<file path="src/rtl/pbi_pkg.sv">
package pbi_pkg;
  typedef enum logic [2:0] {
    ST_IDLE,
    ST_CLAIM,
    ST_SELECT,
    ST_WREQ,
    ST_LOAD,
    ST_SETUP,
    ST_ACKH
  } pbi_state_e;
endpackage

</file>
<file path="src/rtl/pbi_onehot.sv">
module pbi_onehot #(
  parameter int DW = 8,
  localparam int AW = $clog2(DW)
) (
  input  logic [AW-1:0] idx_i,
  output logic [DW-1:0] vec_o
);
  for (genvar i = 0; i < DW; i++) begin : g_bit
    assign vec_o[i] = (idx_i == AW'(i));
  end
endmodule

</file>
<file path="src/rtl/pbi_wait_timer.sv">
module pbi_wait_timer #(
  parameter int TW = 16
) (
  input  logic          clk,
  input  logic          rst_n,
  input  logic          wait_en_i,
  input  logic [TW-1:0] limit_i,
  output logic          expire_o
);
  logic [TW-1:0] cnt_q;

  assign expire_o = wait_en_i && (limit_i != '0) && (cnt_q == limit_i - TW'(1));

  always_ff @(posedge clk) begin
    if (!rst_n)          cnt_q <= '0;
    else if (!wait_en_i) cnt_q <= '0;
    else if (!expire_o)  cnt_q <= cnt_q + TW'(1);
  end

  // a running wait never counts past its limit
  assert_cnt_bounded_R9: assert property (@(posedge clk) disable iff (!rst_n)
    (wait_en_i && limit_i != '0) |-> (cnt_q < limit_i));
endmodule

</file>
<file path="src/rtl/pbi_data_hold.sv">
module pbi_data_hold #(
  parameter int DW = 8
) (
  input  logic          clk,
  input  logic          rst_n,
  input  logic          sel_own_i,
  input  logic          sel_tgt_i,
  input  logic          take_i,
  input  logic [DW-1:0] own_vec_i,
  input  logic [DW-1:0] tgt_vec_i,
  input  logic [DW-1:0] byte_i,
  input  logic          last_i,
  output logic [DW-1:0] data_o,
  output logic          last_o
);
  always_ff @(posedge clk) begin
    if (!rst_n) begin
      data_o <= '0;
      last_o <= 1'b0;
    end else if (sel_own_i) begin
      data_o <= own_vec_i;
      last_o <= 1'b0;
    end else if (sel_tgt_i) begin
      data_o <= tgt_vec_i;
    end else if (take_i) begin
      data_o <= byte_i;
      last_o <= last_i;
    end
  end

  // the sequencer never asks for two loads in one cycle
  assert_single_load_R6: assert property (@(posedge clk) disable iff (!rst_n)
    $onehot0({sel_own_i, sel_tgt_i, take_i}));
endmodule

</file>
<file path="src/rtl/pbus_initiator.sv">
module pbus_initiator #(
  parameter int DW = 8,
  parameter int TW = 16,
  localparam int AW = $clog2(DW)
) (
  input  logic          clk,
  input  logic          rst_n,
  input  logic          start_i,
  input  logic [AW-1:0] own_addr_i,
  input  logic [AW-1:0] tgt_addr_i,
  input  logic [TW-1:0] timeout_i,
  input  logic          bus_bsy_i,
  input  logic          req_i,
  input  logic          s_valid_i,
  input  logic [DW-1:0] s_data_i,
  input  logic          s_last_i,
  output logic          s_ready_o,
  output logic          bsy_o,
  output logic          atn_o,
  output logic          ack_o,
  output logic [DW-1:0] d_o,
  output logic          d_oe_o,
  output logic          done_o,
  output logic          err_o
);
  import pbi_pkg::*;

  pbi_state_e    state_q, state_d;
  logic [AW-1:0] tgt_q;
  logic [DW-1:0] own_vec, tgt_vec, hold_data;
  logic          hold_last;
  logic          go, wait_rise, wait_fall, expire, finish, take;

  assign go        = (state_q == ST_IDLE) && start_i && !bus_bsy_i;
  assign wait_rise = (state_q == ST_WREQ) && !req_i;
  assign wait_fall = (state_q == ST_ACKH) && req_i;
  assign take      = (state_q == ST_LOAD) && s_valid_i;
  assign finish    = (state_q == ST_ACKH) && !req_i && hold_last;

  pbi_onehot #(.DW(DW)) u_own_dec (.idx_i(own_addr_i), .vec_o(own_vec));
  pbi_onehot #(.DW(DW)) u_tgt_dec (.idx_i(tgt_q),      .vec_o(tgt_vec));

  pbi_wait_timer #(.TW(TW)) u_timer (
    .clk      (clk),
    .rst_n    (rst_n),
    .wait_en_i(wait_rise || wait_fall),
    .limit_i  (timeout_i),
    .expire_o (expire)
  );

  pbi_data_hold #(.DW(DW)) u_hold (
    .clk      (clk),
    .rst_n    (rst_n),
    .sel_own_i(go),
    .sel_tgt_i(state_q == ST_CLAIM),
    .take_i   (take),
    .own_vec_i(own_vec),
    .tgt_vec_i(tgt_vec),
    .byte_i   (s_data_i),
    .last_i   (s_last_i),
    .data_o   (hold_data),
    .last_o   (hold_last)
  );

  always_comb begin
    state_d = state_q;
    unique case (state_q)
      ST_IDLE:   if (go) state_d = ST_CLAIM;
      ST_CLAIM:  state_d = ST_SELECT;
      ST_SELECT: state_d = ST_WREQ;
      ST_WREQ: begin
        if (req_i)       state_d = ST_LOAD;
        else if (expire) state_d = ST_IDLE;
      end
      ST_LOAD:   if (s_valid_i) state_d = ST_SETUP;
      ST_SETUP:  state_d = ST_ACKH;
      ST_ACKH: begin
        if (!req_i)      state_d = hold_last ? ST_IDLE : ST_WREQ;
        else if (expire) state_d = ST_IDLE;
      end
      default:   state_d = ST_IDLE;
    endcase
  end

  always_ff @(posedge clk) begin
    if (!rst_n) begin
      state_q <= ST_IDLE;
      tgt_q   <= '0;
      err_o   <= 1'b0;
      done_o  <= 1'b0;
    end else begin
      state_q <= state_d;
      done_o  <= finish;
      if (go) begin
        tgt_q <= tgt_addr_i;
        err_o <= 1'b0;
      end else if (expire) begin
        err_o <= 1'b1;
      end
    end
  end

  assign bsy_o     = (state_q != ST_IDLE);
  assign d_oe_o    = (state_q != ST_IDLE);
  assign atn_o     = (state_q != ST_IDLE) && (state_q != ST_CLAIM);
  assign ack_o     = (state_q == ST_ACKH);
  assign s_ready_o = (state_q == ST_LOAD);
  assign d_o       = d_oe_o ? hold_data : '0;

  // bsy_o only rises after a cycle in which the bus was quiet
  assert_claim_quiet_R2: assert property (@(posedge clk) disable iff (!rst_n)
    $rose(bsy_o) |-> !$past(bus_bsy_i));
  // the claim cycle shows exactly one address bit and no attention
  assert_claim_addr_R3: assert property (@(posedge clk) disable iff (!rst_n)
    $rose(bsy_o) |-> (!atn_o && $countones(d_o) == 1));
  // the byte stream only opens after a request was seen
  assert_ready_after_req_R5: assert property (@(posedge clk) disable iff (!rst_n)
    $rose(s_ready_o) |-> $past(req_i));
  // acknowledge only with the bus held and the target selected
  assert_ack_selected_R5: assert property (@(posedge clk) disable iff (!rst_n)
    ack_o |-> (bsy_o && atn_o));
  // data settled for a cycle before acknowledge rises
  assert_ack_setup_R6: assert property (@(posedge clk) disable iff (!rst_n)
    $rose(ack_o) |-> $stable(d_o));
  // data frozen while acknowledge is held
  assert_ack_hold_R6: assert property (@(posedge clk) disable iff (!rst_n)
    (ack_o && $past(ack_o)) |-> $stable(d_o));
  // acknowledge falls only on a low request or an abort
  assert_ack_drop_R7: assert property (@(posedge clk) disable iff (!rst_n)
    $fell(ack_o) |-> (!$past(req_i) || err_o));
  // a released bus drives nothing
  assert_release_R8: assert property (@(posedge clk) disable iff (!rst_n)
    !bsy_o |-> (!atn_o && !ack_o && !d_oe_o && d_o == '0));
endmodule

</file>
<file path="config.mk">
export PLATFORM = sky130hd
export DESIGN_NAME = pbus_initiator
export DESIGN_NICKNAME = d
export VERILOG_FILES = /design/src/rtl/pbi_pkg.sv /design/src/rtl/pbi_onehot.sv /design/src/rtl/pbi_wait_timer.sv /design/src/rtl/pbi_data_hold.sv /design/src/rtl/pbus_initiator.sv
export SDC_FILE = /design/constraint.sdc
export NUM_CORES = 1
export LEC_CHECK = 0
export ABC_AREA = 1
export BUFFER_PORTS_ARGS = -buffer_cell sky130_fd_sc_hd__buf_2
export CORE_ASPECT_RATIO = 1.4
export CORE_MARGIN = 10
export CORE_UTILIZATION = 50
export CTS_CLUSTER_SIZE = 20
export DETAILED_ROUTE_END_ITERATION = 8
export GPL_ROUTABILITY_DRIVEN = 0
export PLACE_DENSITY = 0.76
export SETUP_SLACK_MARGIN = 0.15
export SYNTH_ARGS = -nofsm -noshare
export SYNTH_HDL_FRONTEND = slang
export SYNTH_SLANG_ARGS = --single-unit
</file>
<file path="constraint.sdc">
create_clock -name clk -period 1.9 [get_ports clk]
set_clock_uncertainty 0.1 [all_clocks]
set_input_delay 0.095 -clock clk [delete_from_list [all_inputs] [get_ports clk]]
set_output_delay 0.095 -clock clk [all_outputs]
set_load 0.03 [all_outputs]
</file>
==> tab_implementation.tex <==
\begin{tabular}{lr}
\hline
Metric & Value \\
\hline
\multicolumn{2}{l}{\textbf{Drt}} \\
\quad Routed met3 length & 656 um \\
\quad Routed via count & 3,682 \\
\quad Initial DRT Pass Iterations & 5 \\
\quad Top layer reached by signal wires & met4 \\
\quad Final Routed Wirelength & 10,300 um \\
\quad Routed metal-1 wire length & 3540 um \\
\quad Detailed-routed wire length on met2 & 5380 um \\
\quad Number of nets still failing antenna checks after routing & 0 \\
\quad Post-detailed-route wirelength per cell & 15.9 um \\
\quad Detailed-route DRC error count & 0 \\
\quad Avg Vias per Cell & 5.68 \\
\quad Initial detailed-routing violation count & around 210 \\
\multicolumn{2}{l}{\textbf{Clock network}} \\
\quad Total number of H-tree levels & 2 \\
\quad Clk buf depth & 2 \\
\quad Clk slew on worst S/H paths & 80 ps \\
\quad Latest clock arrival within the worst-skew pair & between 200 and 300 ps \\
\quad CTS Root Cell & clkbuf\_8 \\
\quad Clock sink count & 33 \\
\quad Number of clock buffers inserted by TritonCTS & 5 \\
\quad Clock tree from TritonCTS & built \\
\multicolumn{2}{l}{\textbf{Outcome}} \\
\quad Violations in the final reports & setup timing \\
\quad Run status & complete, but fails checks \\
\multicolumn{2}{l}{\textbf{Floorplanning}} \\
\quad Floorplan die height & 110 um \\
\quad Core area & 5530 um2 \\
\quad Number of core rows & 32 \\
\quad Die Width & 84.0 um \\
\quad Number of ports placed on the die boundary & 52 \\
\quad Starting Density & 0.519 \\
\quad Total die area & 9210 um2 \\
\multicolumn{2}{l}{\textbf{Place}} \\
\quad Placement Setup Slack & -84.2 ps \\
\quad HPWL after DPL & 6590 um \\
\quad Buffers added on ports & 51 \\
\quad Post-place instance area & 3450 um2 \\
\quad Number of placed instances with taps included & 612 \\
\multicolumn{2}{l}{\textbf{Worst setup path}} \\
\quad Arrival time of data at the critical path endpoint & 2090 ps \\
\quad Crit-path max FO & 7 \\
\quad Critical Path Start Type & register \\
\quad Data required time at the worst endpoint & 2010 ps \\
\quad Category of the worst setup path capture point & register \\
\quad Slack of the worst reg-to-reg path & -80 ps \\
\quad Critical path class & register to register \\
\multicolumn{2}{l}{\textbf{Synth}} \\
\quad Largest family of logic cells by synthesized area & simple AND/OR/NAND/NOR gates \\
\quad Number of synthesized register bits & 33 \\
\quad Most frequently used cell type in the post-synthesis netlist & nand2\_1 \\
\quad Synth top area cells & dfxtp\_1, nand2\_1, inv\_1 \\
\quad Sequential area share after synthesis & 0.230 \\
\quad Mux share of post-synthesis cell area & 0 \\
\quad EDFF count, synth & 0 \\
\quad XOR/XNOR share of the synthesized area & 0.0702 \\
\quad Synth Area in Adders & 0.00872 \\
\quad Number of different library cells in the post-synthesis netlist & 36 \\
\quad Synthesized net count & a little over 500 \\
\quad Post-Syn Area per Cell & 6.17 um2 \\
\quad Total of warnings raised by yosys & 0 \\
\quad Cell area after synthesis & 2870 um2 \\
\quad Area fraction in compound gates after synthesis & 0.142 \\
\quad Cell count after synthesis & 465 \\
\quad Simple-gate share of the synthesized area & 0.445 \\
\quad Yosys top cell by area & dfxtp\_1 \\
\quad Top cells by count, synth & nand2\_1, inv\_1, nor2\_1 \\
\quad FFs w/ async S/R, synth & 0 \\
\quad Fraction of post-synthesis cell area in the top cell type by area & 0.230 \\
\quad Prevailing post-synth register cell & dfxtp\_1 \\
\multicolumn{2}{l}{\textbf{Finish}} \\
\quad Relative area change from synthesis to final layout & 45.8\% \\
\quad Final standard cell area without fillers & 4180 um2 \\
\quad Core utilization of the finished layout & 0.757 \\
\quad Final cell count without fillers & 648 \\
\quad Final antenna diode count & 0 \\
\quad Net count of the finished layout & 618 \\
\quad Layout cells sized above 1 & 0.424 \\
\multicolumn{2}{l}{\textbf{Job}} \\
\quad Number of maximum-capacitance constraint violations & 0 \\
\multicolumn{2}{l}{\textbf{Timing}} \\
\quad RSZ-0062 raised after global routing & yes \\
\quad Period utilization & 1.04 \\
\quad Final number of max-transition violations & 0 \\
\quad Worst slew margin relative to its limit & 0.778 \\
\quad Worst path setup slack after routing & -79.6 ps \\
\quad Timing-limited maximum frequency & 505 MHz \\
\quad Measured slew at the worst slew-check pin & 324 ps \\
\quad Total of endpoints with negative setup slack in the final report & 4 \\
\quad Crit path time final & 1980 ps \\
\quad Number of hold violations in the final report & 0 \\
\multicolumn{2}{l}{\textbf{Global routing}} \\
\quad Overflow after GRT & 0 \\
\quad Number of antenna violations at the first check in global routing & 0 \\
\quad Via count of the first global-routing pass & 3,492 \\
\quad Global-route total usage across every layer & 0.186 \\
\quad Wire length of the first global-routing pass & 14,700 um \\
\quad Maximum number of pins on one net before global-route repair & 17 \\
\multicolumn{2}{l}{\textbf{Power and ir drop}} \\
\quad Power density cells & approximately 760 nW/um2 \\
\quad Pleak & around 0.0019 uW \\
\quad Worst-case vdd ir drop & 1.08 mV \\
\quad Total Power Consumption & 3170 uW \\
\multicolumn{2}{l}{\textbf{Hold path}} \\
\quad HP Class & primary input to register \\
\hline
\end{tabular}
==> worst paths after layout <==
path,startpoint,end,cells after the start
hold / removal,s_valid_i,state_q[0]$_SDFFE_PN0P_,3
setup / recovery,u_timer.cnt_q[14]$_SDFFE_PN0N_,u_timer.cnt_q[1]$_SDFFE_PN0N_,10
hold reg to reg,u_timer.cnt_q[15]$_SDFFE_PN0N_,u_timer.cnt_q[15]$_SDFFE_PN0N_,2
setup reg to reg,u_timer.cnt_q[14]$_SDFFE_PN0N_,u_timer.cnt_q[1]$_SDFFE_PN0N_,10
==> metrics by stage <==
step | setup TNS, ps | hold WS [ps]
floorplan | 0 | 73.7
global placement | -112 | 236
detailed placement | -864 | 242
CTS | 0 | 16.6
global route | -1230 | 14.6
finish | -138 | 14.8
==> what timing repair did <==
item / 4_1_cts / 5_1_grt
pin swaps: 6 / 29
cloned: 1 / 1
setup endpoints to repair: 20 / 28
hold buffers: 4 / 0
resized for setup: 27 / 92
hold endpoints to repair: 4 / 0
setup buffers: 9 / 13
==> area by class of cell <==
| class | count | area (um2) |
|---|---|---|
| inverter | 64 | 254 |
| sequential | 33 | 689 |
| multi-input combinational | 360 | 2290 |
| timing repair buffer | 115 | 782 |
| tap | 68 | 85.1 |
| fill | 411 | 1340 |
| clock buffer | 5 | 68.8 |
| clock inverter | 3 | 17.5 |
==> cell families (layout without fill, tap and decap cells) <==
logic type,after synthesis,count (layout)
fa+ha+maj,2,2
flops,33,33
compound gates,77,77
xor+xnor,23,23
simple gates,256,258
buf+inv,74,187
==> registers in the layout, indices dropped and copies added (netlist names) <==
| signal | count |
|---|---|
| tgt_q | 3 |
| state_q | 3 |
| u_hold.last_o | 1 |
| u_timer.cnt_q | 16 |
| done_o | 1 |
| err_o | 1 |
| u_hold.data_o | 8 |
==> cell usage in the layout, fill, tap and decap left out, types with 5 or more instances in the layout <==
master	count
nand2_2	25
nand4_1	7
buf_2	51
nand3_2	7
nand2_1	81
dfxtp_1	20
inv_2	6
o21ai_1	5
clkbuf_8	5
nor2_2	12
nor2_1	48
dfxtp_4	5
inv_1	55
nand2_4	8
nand3b_1	6
a21oi_2	17
dfxtp_2	8
xnor2_1	9
nand3_1	30
a31oi_1	5
xor2_1	10
nor2_4	10
a21oi_1	22
o21ai_0	19
buf_4	55
==> power by group <==
| part | internal [uW] | total, uW | switching [uW] |
|---|---|---|---|
| Sequential | 824 | 924 | 99.8 |
| Clock | 253 | 538 | 285 |
| Combinational | 639 | 1710 | 1070 |
| Total | 1720 | 3170 | 1460 |
==> critical path: stages, from the launching register on <==
cell	delay [ps]
dfxtp_2	400
xor2_2	220
nand3_1	130
nand2_1	110
nand3_1	120
nor2_4	170
nand3_2	110
nor2_4	140
buf_6	170
nand2_2	70
a21oi_2	160
==> routing by layer <==
metal,GRT usage,vias up
met5,0,-
met4,0.102,0
met1,0.186,1683
met3,0.0296,77
met2,0.359,192
li1,-,1730
(Power assumes the default switching activity.)
